===== config.mk =====
export PLATFORM = sky130hd
export DESIGN_NAME = dbg_entry_ctrl
export DESIGN_NICKNAME = d
export VERILOG_FILES = /design/src/rtl/dbg_entry_pkg.sv /design/src/rtl/dbg_trig_merge.sv /design/src/rtl/dbg_entry_seq.sv /design/src/rtl/dbg_clk_freeze.sv /design/src/rtl/dbg_entry_ctrl.sv
export SDC_FILE = /design/constraint.sdc
export NUM_CORES = 1
export LEC_CHECK = 0
export ABC_CLOCK_PERIOD_IN_PS = 2600
export CORE_UTILIZATION = 39
export CTS_BUF_LIST = sky130_fd_sc_hd__clkbuf_4
export CTS_CLUSTER_DIAMETER = 40
export DETAILED_ROUTE_END_ITERATION = 10
export GPL_TIMING_DRIVEN = 0
export HOLD_SLACK_MARGIN = 0.02
export PLACE_DENSITY = 0.95
export SLEW_MARGIN = 10
export SYNTH_ARGS = -nofsm -noshare
export SYNTH_HDL_FRONTEND = slang
export SYNTH_SLANG_ARGS = --single-unit
export TNS_END_PERCENT = 10

===== constraint.sdc =====
create_clock -name clk -period 2.6 [get_ports clk]
set_input_delay 0.26 -clock clk [delete_from_list [all_inputs] [get_ports clk]]
set_output_delay 0.26 -clock clk [all_outputs]
set_load 0.02 [all_outputs]

===== src/rtl/dbg_entry_pkg.sv =====
// Shared types for the debug entry controller.
// Assumes: state encoding is internal and never leaves the block.
package dbg_entry_pkg;

    typedef enum logic [2:0] {
        ST_RUN   = 3'd0,
        ST_BLOCK = 3'd1,
        ST_PUSH  = 3'd2,
        ST_VECT  = 3'd3,
        ST_IGE   = 3'd4,
        ST_HALT  = 3'd5,
        ST_RET   = 3'd6
    } dbg_st_e;

endpackage


===== src/rtl/dbg_trig_merge.sv =====
// Merges the host debug request and the breakpoint hit into one start pulse.
// Assumes: both inputs are synchronous to clk; `accepting` is high only when
// the sequencer is idle, so triggers seen at any other time are dropped.
module dbg_trig_merge (
    input  logic host_req,
    input  logic bkpt_hit,
    input  logic accepting,
    output logic start
);

    // Either source, or both at once, produces a single start request.
    always_comb begin
        start = accepting & (host_req | bkpt_hit);
    end

endmodule


===== src/rtl/dbg_entry_seq.sv =====
// One-cycle-per-step sequencer for debug entry and return.
// Assumes: `start` is only raised while `idle` is high; `ret_req` is only
// honoured in the halt state. The return address is captured at acceptance.
module dbg_entry_seq
    import dbg_entry_pkg::*;
#(
    parameter int                ADDR_W = 16,
    parameter logic [ADDR_W-1:0] VECTOR = 16'h8010
) (
    input  logic              clk,
    input  logic              rst_n,
    input  logic              start,
    input  logic              ret_req,
    input  logic              ige_in,
    input  logic [ADDR_W-1:0] cur_pc,
    output logic              idle,
    output logic              fetch_block,
    output logic              stk_push,
    output logic [ADDR_W-1:0] stk_push_addr,
    output logic              ip_load,
    output logic [ADDR_W-1:0] ip_load_val,
    output logic              ige_clr,
    output logic              cpu_halt,
    output logic              entry_done,
    output logic              stk_pop,
    output logic              ip_restore
);

    dbg_st_e           state_q;
    dbg_st_e           state_d;
    logic [ADDR_W-1:0] ret_addr_q;

    // Next-state selection: the fixed entry order, then halt until return.
    always_comb begin
        state_d = state_q;
        unique case (state_q)
            ST_RUN:   if (start) state_d = ST_BLOCK;
            ST_BLOCK: state_d = ST_PUSH;
            ST_PUSH:  state_d = ST_VECT;
            ST_VECT:  state_d = ST_IGE;
            ST_IGE:   state_d = ST_HALT;
            ST_HALT:  if (ret_req) state_d = ST_RET;
            ST_RET:   state_d = ST_RUN;
            default:  state_d = ST_RUN;
        endcase
    end

    // State register with synchronous active-low reset.
    always_ff @(posedge clk) begin
        if (!rst_n) state_q <= ST_RUN;
        else        state_q <= state_d;
    end

    // Return address capture in the accepting cycle.
    always_ff @(posedge clk) begin
        if (!rst_n)                          ret_addr_q <= '0;
        else if (state_q == ST_RUN && start) ret_addr_q <= cur_pc;
    end

    // Strobe decode per state.
    always_comb begin
        idle          = (state_q == ST_RUN);
        fetch_block   = (state_q != ST_RUN);
        stk_push      = (state_q == ST_PUSH);
        stk_push_addr = ret_addr_q;
        ip_load       = (state_q == ST_VECT);
        ip_load_val   = VECTOR;
        ige_clr       = (state_q == ST_IGE) & ige_in;
        cpu_halt      = (state_q == ST_HALT);
        entry_done    = (state_q == ST_HALT);
        stk_pop       = (state_q == ST_RET);
        ip_restore    = (state_q == ST_RET);
    end

    AST_PUSH_THEN_LOAD: assert property (@(posedge clk) disable iff (!rst_n)
        stk_push |=> ip_load);
    AST_LOAD_THEN_HALT: assert property (@(posedge clk) disable iff (!rst_n)
        ip_load |-> ##2 cpu_halt);
    AST_IGE_CLR_IN_ENTRY: assert property (@(posedge clk) disable iff (!rst_n)
        ige_clr |-> (fetch_block && !cpu_halt && !stk_pop));
    AST_SINGLE_PUSH: assert property (@(posedge clk) disable iff (!rst_n)
        stk_push |=> !stk_push);
    AST_HALT_HOLDS: assert property (@(posedge clk) disable iff (!rst_n)
        (cpu_halt && !ret_req) |=> cpu_halt);
    AST_POP_AFTER_HALT: assert property (@(posedge clk) disable iff (!rst_n)
        stk_pop |-> ($past(cpu_halt) && !cpu_halt && !ige_clr));
    AST_RET_IGNORED_IDLE: assert property (@(posedge clk) disable iff (!rst_n)
        (idle && ret_req && !start) |=> idle);

endmodule


===== src/rtl/dbg_clk_freeze.sv =====
// Gates the run enables of the timers and the watchdog while in debug.
// Assumes: downstream timers use the enables as clock enables, not as clocks.
module dbg_clk_freeze #(
    parameter int N_TMR = 4
) (
    input  logic             freeze,
    input  logic [N_TMR-1:0] tmr_run,
    input  logic             wdt_run,
    output logic [N_TMR-1:0] tmr_en,
    output logic             wdt_en
);

    // One gate per timer.
    for (genvar g = 0; g < N_TMR; g++) begin : g_tmr_gate
        always_comb begin
            tmr_en[g] = tmr_run[g] & ~freeze;
        end
    end

    // Watchdog gate, frozen alike.
    always_comb begin
        wdt_en = wdt_run & ~freeze;
    end

endmodule


===== src/rtl/dbg_entry_ctrl.sv =====
// Top of the debug entry controller: trigger merge, entry sequencer and
// timer freeze. Assumes synchronous inputs and a synchronous active-low reset.
module dbg_entry_ctrl #(
    parameter int                ADDR_W     = 16,
    parameter int                N_TMR      = 4,
    parameter logic [ADDR_W-1:0] DBG_VECTOR = 16'h8010
) (
    input  logic              clk,
    input  logic              rst_n,
    input  logic              host_dbg_req,
    input  logic              bkpt_hit,
    input  logic              ret_req,
    input  logic              ige_in,
    input  logic [ADDR_W-1:0] cur_pc,
    input  logic [N_TMR-1:0]  tmr_run,
    input  logic              wdt_run,
    output logic              fetch_block,
    output logic              stk_push,
    output logic [ADDR_W-1:0] stk_push_addr,
    output logic              ip_load,
    output logic [ADDR_W-1:0] ip_load_val,
    output logic              ige_clr,
    output logic              cpu_halt,
    output logic              entry_done,
    output logic              stk_pop,
    output logic              ip_restore,
    output logic [N_TMR-1:0]  tmr_clk_en,
    output logic              wdt_clk_en
);

    localparam logic [N_TMR-1:0] TMR_OFF = '0;

    logic seq_idle;
    logic seq_start;

    dbg_trig_merge u_merge (
        .host_req  (host_dbg_req),
        .bkpt_hit  (bkpt_hit),
        .accepting (seq_idle),
        .start     (seq_start)
    );

    dbg_entry_seq #(
        .ADDR_W (ADDR_W),
        .VECTOR (DBG_VECTOR)
    ) u_seq (
        .clk           (clk),
        .rst_n         (rst_n),
        .start         (seq_start),
        .ret_req       (ret_req),
        .ige_in        (ige_in),
        .cur_pc        (cur_pc),
        .idle          (seq_idle),
        .fetch_block   (fetch_block),
        .stk_push      (stk_push),
        .stk_push_addr (stk_push_addr),
        .ip_load       (ip_load),
        .ip_load_val   (ip_load_val),
        .ige_clr       (ige_clr),
        .cpu_halt      (cpu_halt),
        .entry_done    (entry_done),
        .stk_pop       (stk_pop),
        .ip_restore    (ip_restore)
    );

    dbg_clk_freeze #(
        .N_TMR (N_TMR)
    ) u_freeze (
        .freeze  (~seq_idle),
        .tmr_run (tmr_run),
        .wdt_run (wdt_run),
        .tmr_en  (tmr_clk_en),
        .wdt_en  (wdt_clk_en)
    );

    AST_TIMERS_FROZEN_HALT: assert property (@(posedge clk) disable iff (!rst_n)
        cpu_halt |-> (tmr_clk_en == TMR_OFF && !wdt_clk_en));
    AST_TIMERS_FROZEN_FETCH: assert property (@(posedge clk) disable iff (!rst_n)
        fetch_block |-> (tmr_clk_en == TMR_OFF && !wdt_clk_en));
    AST_ENTRY_STARTS: assert property (@(posedge clk) disable iff (!rst_n)
        (!fetch_block && (host_dbg_req || bkpt_hit)) |=> fetch_block);
    AST_LOAD_VECTOR: assert property (@(posedge clk) disable iff (!rst_n)
        ip_load |-> (ip_load_val == DBG_VECTOR && fetch_block));

endmodule


* Yosys cells after proc, flatten, opt, wreduce, memory -nomap -nowiden
Index checks and enable logic that the tools add are counted.
** Storage, ports and cells
- Input port bits :: 27
- Output and inout port bits :: 45
- Flip-flop bits (word level) :: 19
- Word-level logic and storage cells :: 25
** Operators by class
- Bitwise gates (word level) :: 8
- Multiplexer cells :: 3
- Equality and inequality tests :: 8
- Reduce and logical (&&, ||, !) cells :: 4
** Operators by type and width (count)
- case mux 3 bit (6 select lines) :: 1
- equality test 3 bit (second input constant) :: 3
- bitwise AND 1 bit :: 7
- equality test 3 x 2 -> 1 bit (second input constant) :: 2
- two-way mux 3 bit :: 2
- equality test 3 x 1 -> 1 bit (second input constant) :: 1
- zero test 3 bit :: 1
- nonzero test 3 bit :: 1
- inequality test 2 x 1 -> 1 bit (second input constant) :: 1
- inequality test 2 bit (second input constant) :: 1
- AND reduction 2 bit :: 1
- logical AND 1 bit :: 1
- bitwise OR 1 bit :: 1

* Longest topological paths before layout
- Depth after elaboration :: 4
- Depth in mapped cells :: 6
- Mapped depth without buffers :: 3

* Modules after synthesis
From an unflattened synthesis, not the netlist that was laid out.
** Unflattened totals
- Cells, all modules :: 122
- Area total of the unflattened synthesis :: 1036.0 um^2
** By module, submodules not included
- dbg_entry_seq :: sequential area each 380.4 um^2, cells each 115, area an instance 993.5 um^2, instances 1
- dbg_clk_freeze :: sequential area each 0.0 um^2, cells each 5, area an instance 31.3 um^2, instances 1
- dbg_trig_merge :: sequential area each 0.0 um^2, cells each 1, area an instance 7.5 um^2, instances 1
- dbg_entry_ctrl :: sequential area each 0.0 um^2, cells each 1, area an instance 3.8 um^2, instances 1

* Worst setup path before layout
OpenSTA, ideal clock, no wires.
- Path kind :: register to output
- Start point :: register u_seq.state_q[1]
- End point :: output ige_clr
- Required time :: 2.340 ns
- Data arrival time :: 1.163 ns
- Path buffers :: 1
- Stages on the path, launching flop included :: 3
- Path slack :: 1.177 ns
- Cell sequence :: dfxtp_1 buf_2 nor4bb_1
** Between the ends
- Longest elaborated chain between the ends :: 2
** RTL lines
- from (decl) :: RTL line dbg_entry_seq.sv:29 : dbg_st_e state_q;
- from (signal assigned) :: RTL line dbg_entry_seq.sv:51 : else state_q <= state_d;
- equality test 3 bit :: RTL line dbg_entry_seq.sv:68 : ige_clr = (state_q == ST_IGE) & ige_in;
- bitwise AND 1 bit :: RTL line dbg_entry_seq.sv:68
- to (decl) :: RTL line dbg_entry_ctrl.sv:22 : output logic ige_clr,
Every way passes these cells.

* Worst setup path in the final report
- Start point :: register u_seq.state_q[2]
- End point :: output tmr_clk_en[0]
** Between the ends
- Longest elaborated chain between the ends :: 2
** RTL lines
- zero test 3 bit :: RTL line dbg_entry_seq.sv:62 : idle = (state_q == ST_RUN);
- bitwise AND 1 bit :: RTL line dbg_clk_freeze.sv:16 : tmr_en[g] = tmr_run[g] & ~freeze;
- to (decl) :: RTL line dbg_entry_ctrl.sv:27 : output logic [N_TMR-1:0] tmr_clk_en,
Every way passes these cells.

==> impl_metrics.env <==
export IMPL_ant_nets=0
export IMPL_path_delay_family="buffers and inverters"
export IMPL_gp_congestion=0.687
export IMPL_wire_per_inst_um=10.3
export IMPL_setup_viol_count_final=0
export IMPL_drive_above_1_share_pct=17.2
export IMPL_final_nets=220
export IMPL_fin_ws_ps=548
export IMPL_synth_mux_area_share_pct=15.3
export IMPL_cts_buffer_depth=2
export IMPL_vias=944
export IMPL_synth_edf_count=0
export IMPL_synth_ff_latch_count=19
export IMPL_cts_made_buffers=3
export IMPL_hold_depth=3
export IMPL_tns_ps=0
export IMPL_rows=18
export IMPL_layout_commonest_cell="clkdlybuf4s50_1"
export IMPL_syn_to_final_growth_pct=62.7
export IMPL_die_w_um=53.9
export IMPL_cts_root_buffer="clkbuf_4"
export IMPL_finClkSkew_ps=6.43
export IMPL_fin_cells=222
export IMPL_synth_avg_cell_area_um2=8.75
export IMPL_fmax_mhz=487
export IMPL_crit_buf_inv=2
export IMPL_fin_crit_ps=2050
export IMPL_grt_pass1_wl_mm=3.68
export IMPL_critPathMaxFanout=9
export IMPL_rsz0062_at_grt="no"
export IMPL_whs_ps=319
export IMPL_wirelength_mm=2.29
export IMPL_finalMaxSlewViolations=0
export IMPL_clkTransAtPathRegs_ps=110
export IMPL_asyncSetResetFlopFracSynth_pct=0
export IMPL_ys_types=24
export IMPL_layout_cells_most_common_list="clkdlybuf4s50_1 (54), nand2_1 (34), dfxtp_1 (19)"
export IMPL_r2r_start="u_seq.state_q[2]"
export IMPL_netlist_instances=120
export IMPL_tritoncts="built"
export IMPL_r2r_end="u_seq.stk_push_addr[12]"
export IMPL_crit_required_ps=2340
export IMPL_io_pins=72
export IMPL_synth_area_top_cells="dfxtp_1 (36%), mux2i_1 (15%), buf_4 (13%), nand2_1 (12%), and2_2 (3.6%)"
export IMPL_period_share_pct=78.9
export IMPL_cts_sinks=19
export IMPL_hold_viol=0
export IMPL_hold_class="primary input to flip-flop"
export IMPL_post_cts_resized=0
export IMPL_initial_core_util_pct=42.0
export IMPL_max_stage_delay_ps=600
export IMPL_synth_adder_area_share_pct=0
export IMPL_slowest_stage="clkdlybuf4s50_1"
export IMPL_grt_pass1_vias=872
export IMPL_fillers=209
export IMPL_cp_arrival_ps=1790
export IMPL_htree_levels=1
export IMPL_dp_hpwl_mm=1.84
export IMPL_synth_simple_area_share_pct=23.8
export IMPL_synth_top_area_share_pct=36.2
export IMPL_crit_chain="buf_6, nor3_4, and2_2, clkdlybuf4s50_1"
export IMPL_start_kind="flip-flop"
export IMPL_critPathCaptureType="primary output"
export IMPL_ys_warn_count=0
export IMPL_synth_seq_area_share_pct=36.2
export IMPL_irDropWorstVdd_uv=426
export IMPL_diodes=0
export IMPL_synth_top_family_by_area="simple AND/OR/NAND/NOR gates"
export IMPL_outcome="finished, final reports clean"
export IMPL_die_h_um=53.9
export IMPL_synth_compound_area_share_pct=2.86
export IMPL_synth_top_area_cell="dfxtp_1"
export IMPL_hold_buffers=0
export IMPL_post_cts_buffers=0
export IMPL_dr_pass1_iters=4
export IMPL_core_mm2=0.00250
export IMPL_p_leak_nw=0.775
export IMPL_drc=0
export IMPL_grt_usage_pct=17.5
export IMPL_drt_initial_drc_count=10
export IMPL_antenna_found_initial=0
export IMPL_grt_max_degree=12
export IMPL_rr_worst_depth=6
export IMPL_port_buffers=54
export IMPL_vias_per_cell=4.25
export IMPL_synthXorXnorAreaFrac_pct=0.834
export IMPL_die_area_mm2=0.00290
export IMPL_drv_cap=0
export IMPL_worstSkewPairLatency_ps=300
export IMPL_grt_overflow=0
export IMPL_r2r_slack_ps=1160
export IMPL_power_total_mw=1.11
export IMPL_ys_flop_type="dfxtp_1"
export IMPL_power_density_mw_per_mm2=648
export IMPL_min_to="u_seq.stk_push_addr[9]"
export IMPL_worstSetupPathType="flip-flop to primary output"
export IMPL_synthesis_area_mm2=0.00105
export IMPL_min_from="rst_n"
export IMPL_place_ws_ps=713
export IMPL_dp_cells=218
[per-layer routing]
metal | GRT usage, % | share of wire [%]
met2 | 32.9 | 54
met1 | 18.9 | 39
met4 | 6.58 | 1.4
met3 | 3.67 | 5.9
met5 | 0 | 0
[layout make-up]
type	instances	area, µm²	share of cell area [%]
Buffer	27	209	12.2
Clock buffer	3	22.5	1.32
Clock inverter	1	5.00	0.293
Inverter	1	3.75	0.220
Multi-Input combinational cell	87	509	29.8
Sequential cell	19	380	22.3
Tap cell	30	37.5	2.20
Timing Repair Buffer	54	541	31.6
[worst max-delay path by stage]
stage / start / to / cells after the start
floorplan: u_seq.state_q[1] / ige_clr / 2
global placement: ige_in / ige_clr / 3
detailed placement: ige_in / ige_clr / 3
CTS: u_seq.state_q[2] / tmr_clk_en[0] / 4
global route: u_seq.state_q[2] / tmr_clk_en[0] / 4
finish: u_seq.state_q[2] / tmr_clk_en[0] / 4
[synthesized netlist by cell type, drive strengths merged (2+ instances only)]
library cell  count
and2              6
and3b             2
buf              23
clkbuf            4
conb              2
dfxtp            19
mux2i            16
nand2            34
nor3              3
o21a              2
[stage by stage]
stage               area [µm²]  util, %
finish                    1710     68.3
global route              1710     68.3
CTS                       1710     68.3
detailed placement        1680     67.2
global placement          1680     67.2
floorplan                 1100        -
[worst min-delay path: stages]
cell	delay [ps]
clkbuf_1	160
nand2_1	100
mux2i_1	60
[power breakdown]
group | internal, mW | switching, mW | total (mW)
clock | 0.0573 | 0.0919 | 0.149
sequential | 0.345 | 0.0242 | 0.369
combinational | 0.311 | 0.278 | 0.588
[cells by family (layout without fill, tap and decap cells)]
family | Yosys count | after routing
and+or+nand+nor | 50 | 50
buffers and inverters | 28 | 86
DFF | 19 | 19
muxes | 16 | 16
AOI/OAI and AO/OA | 4 | 4
other | 2 | 16
xor gates and xnor gates | 1 | 1
[flip-flops by register name, summed over array words and instances, names as in the netlist]
name,cells
u_seq.state_q,3
u_seq.stk_push_addr,16
(Power assumes the default switching activity.)
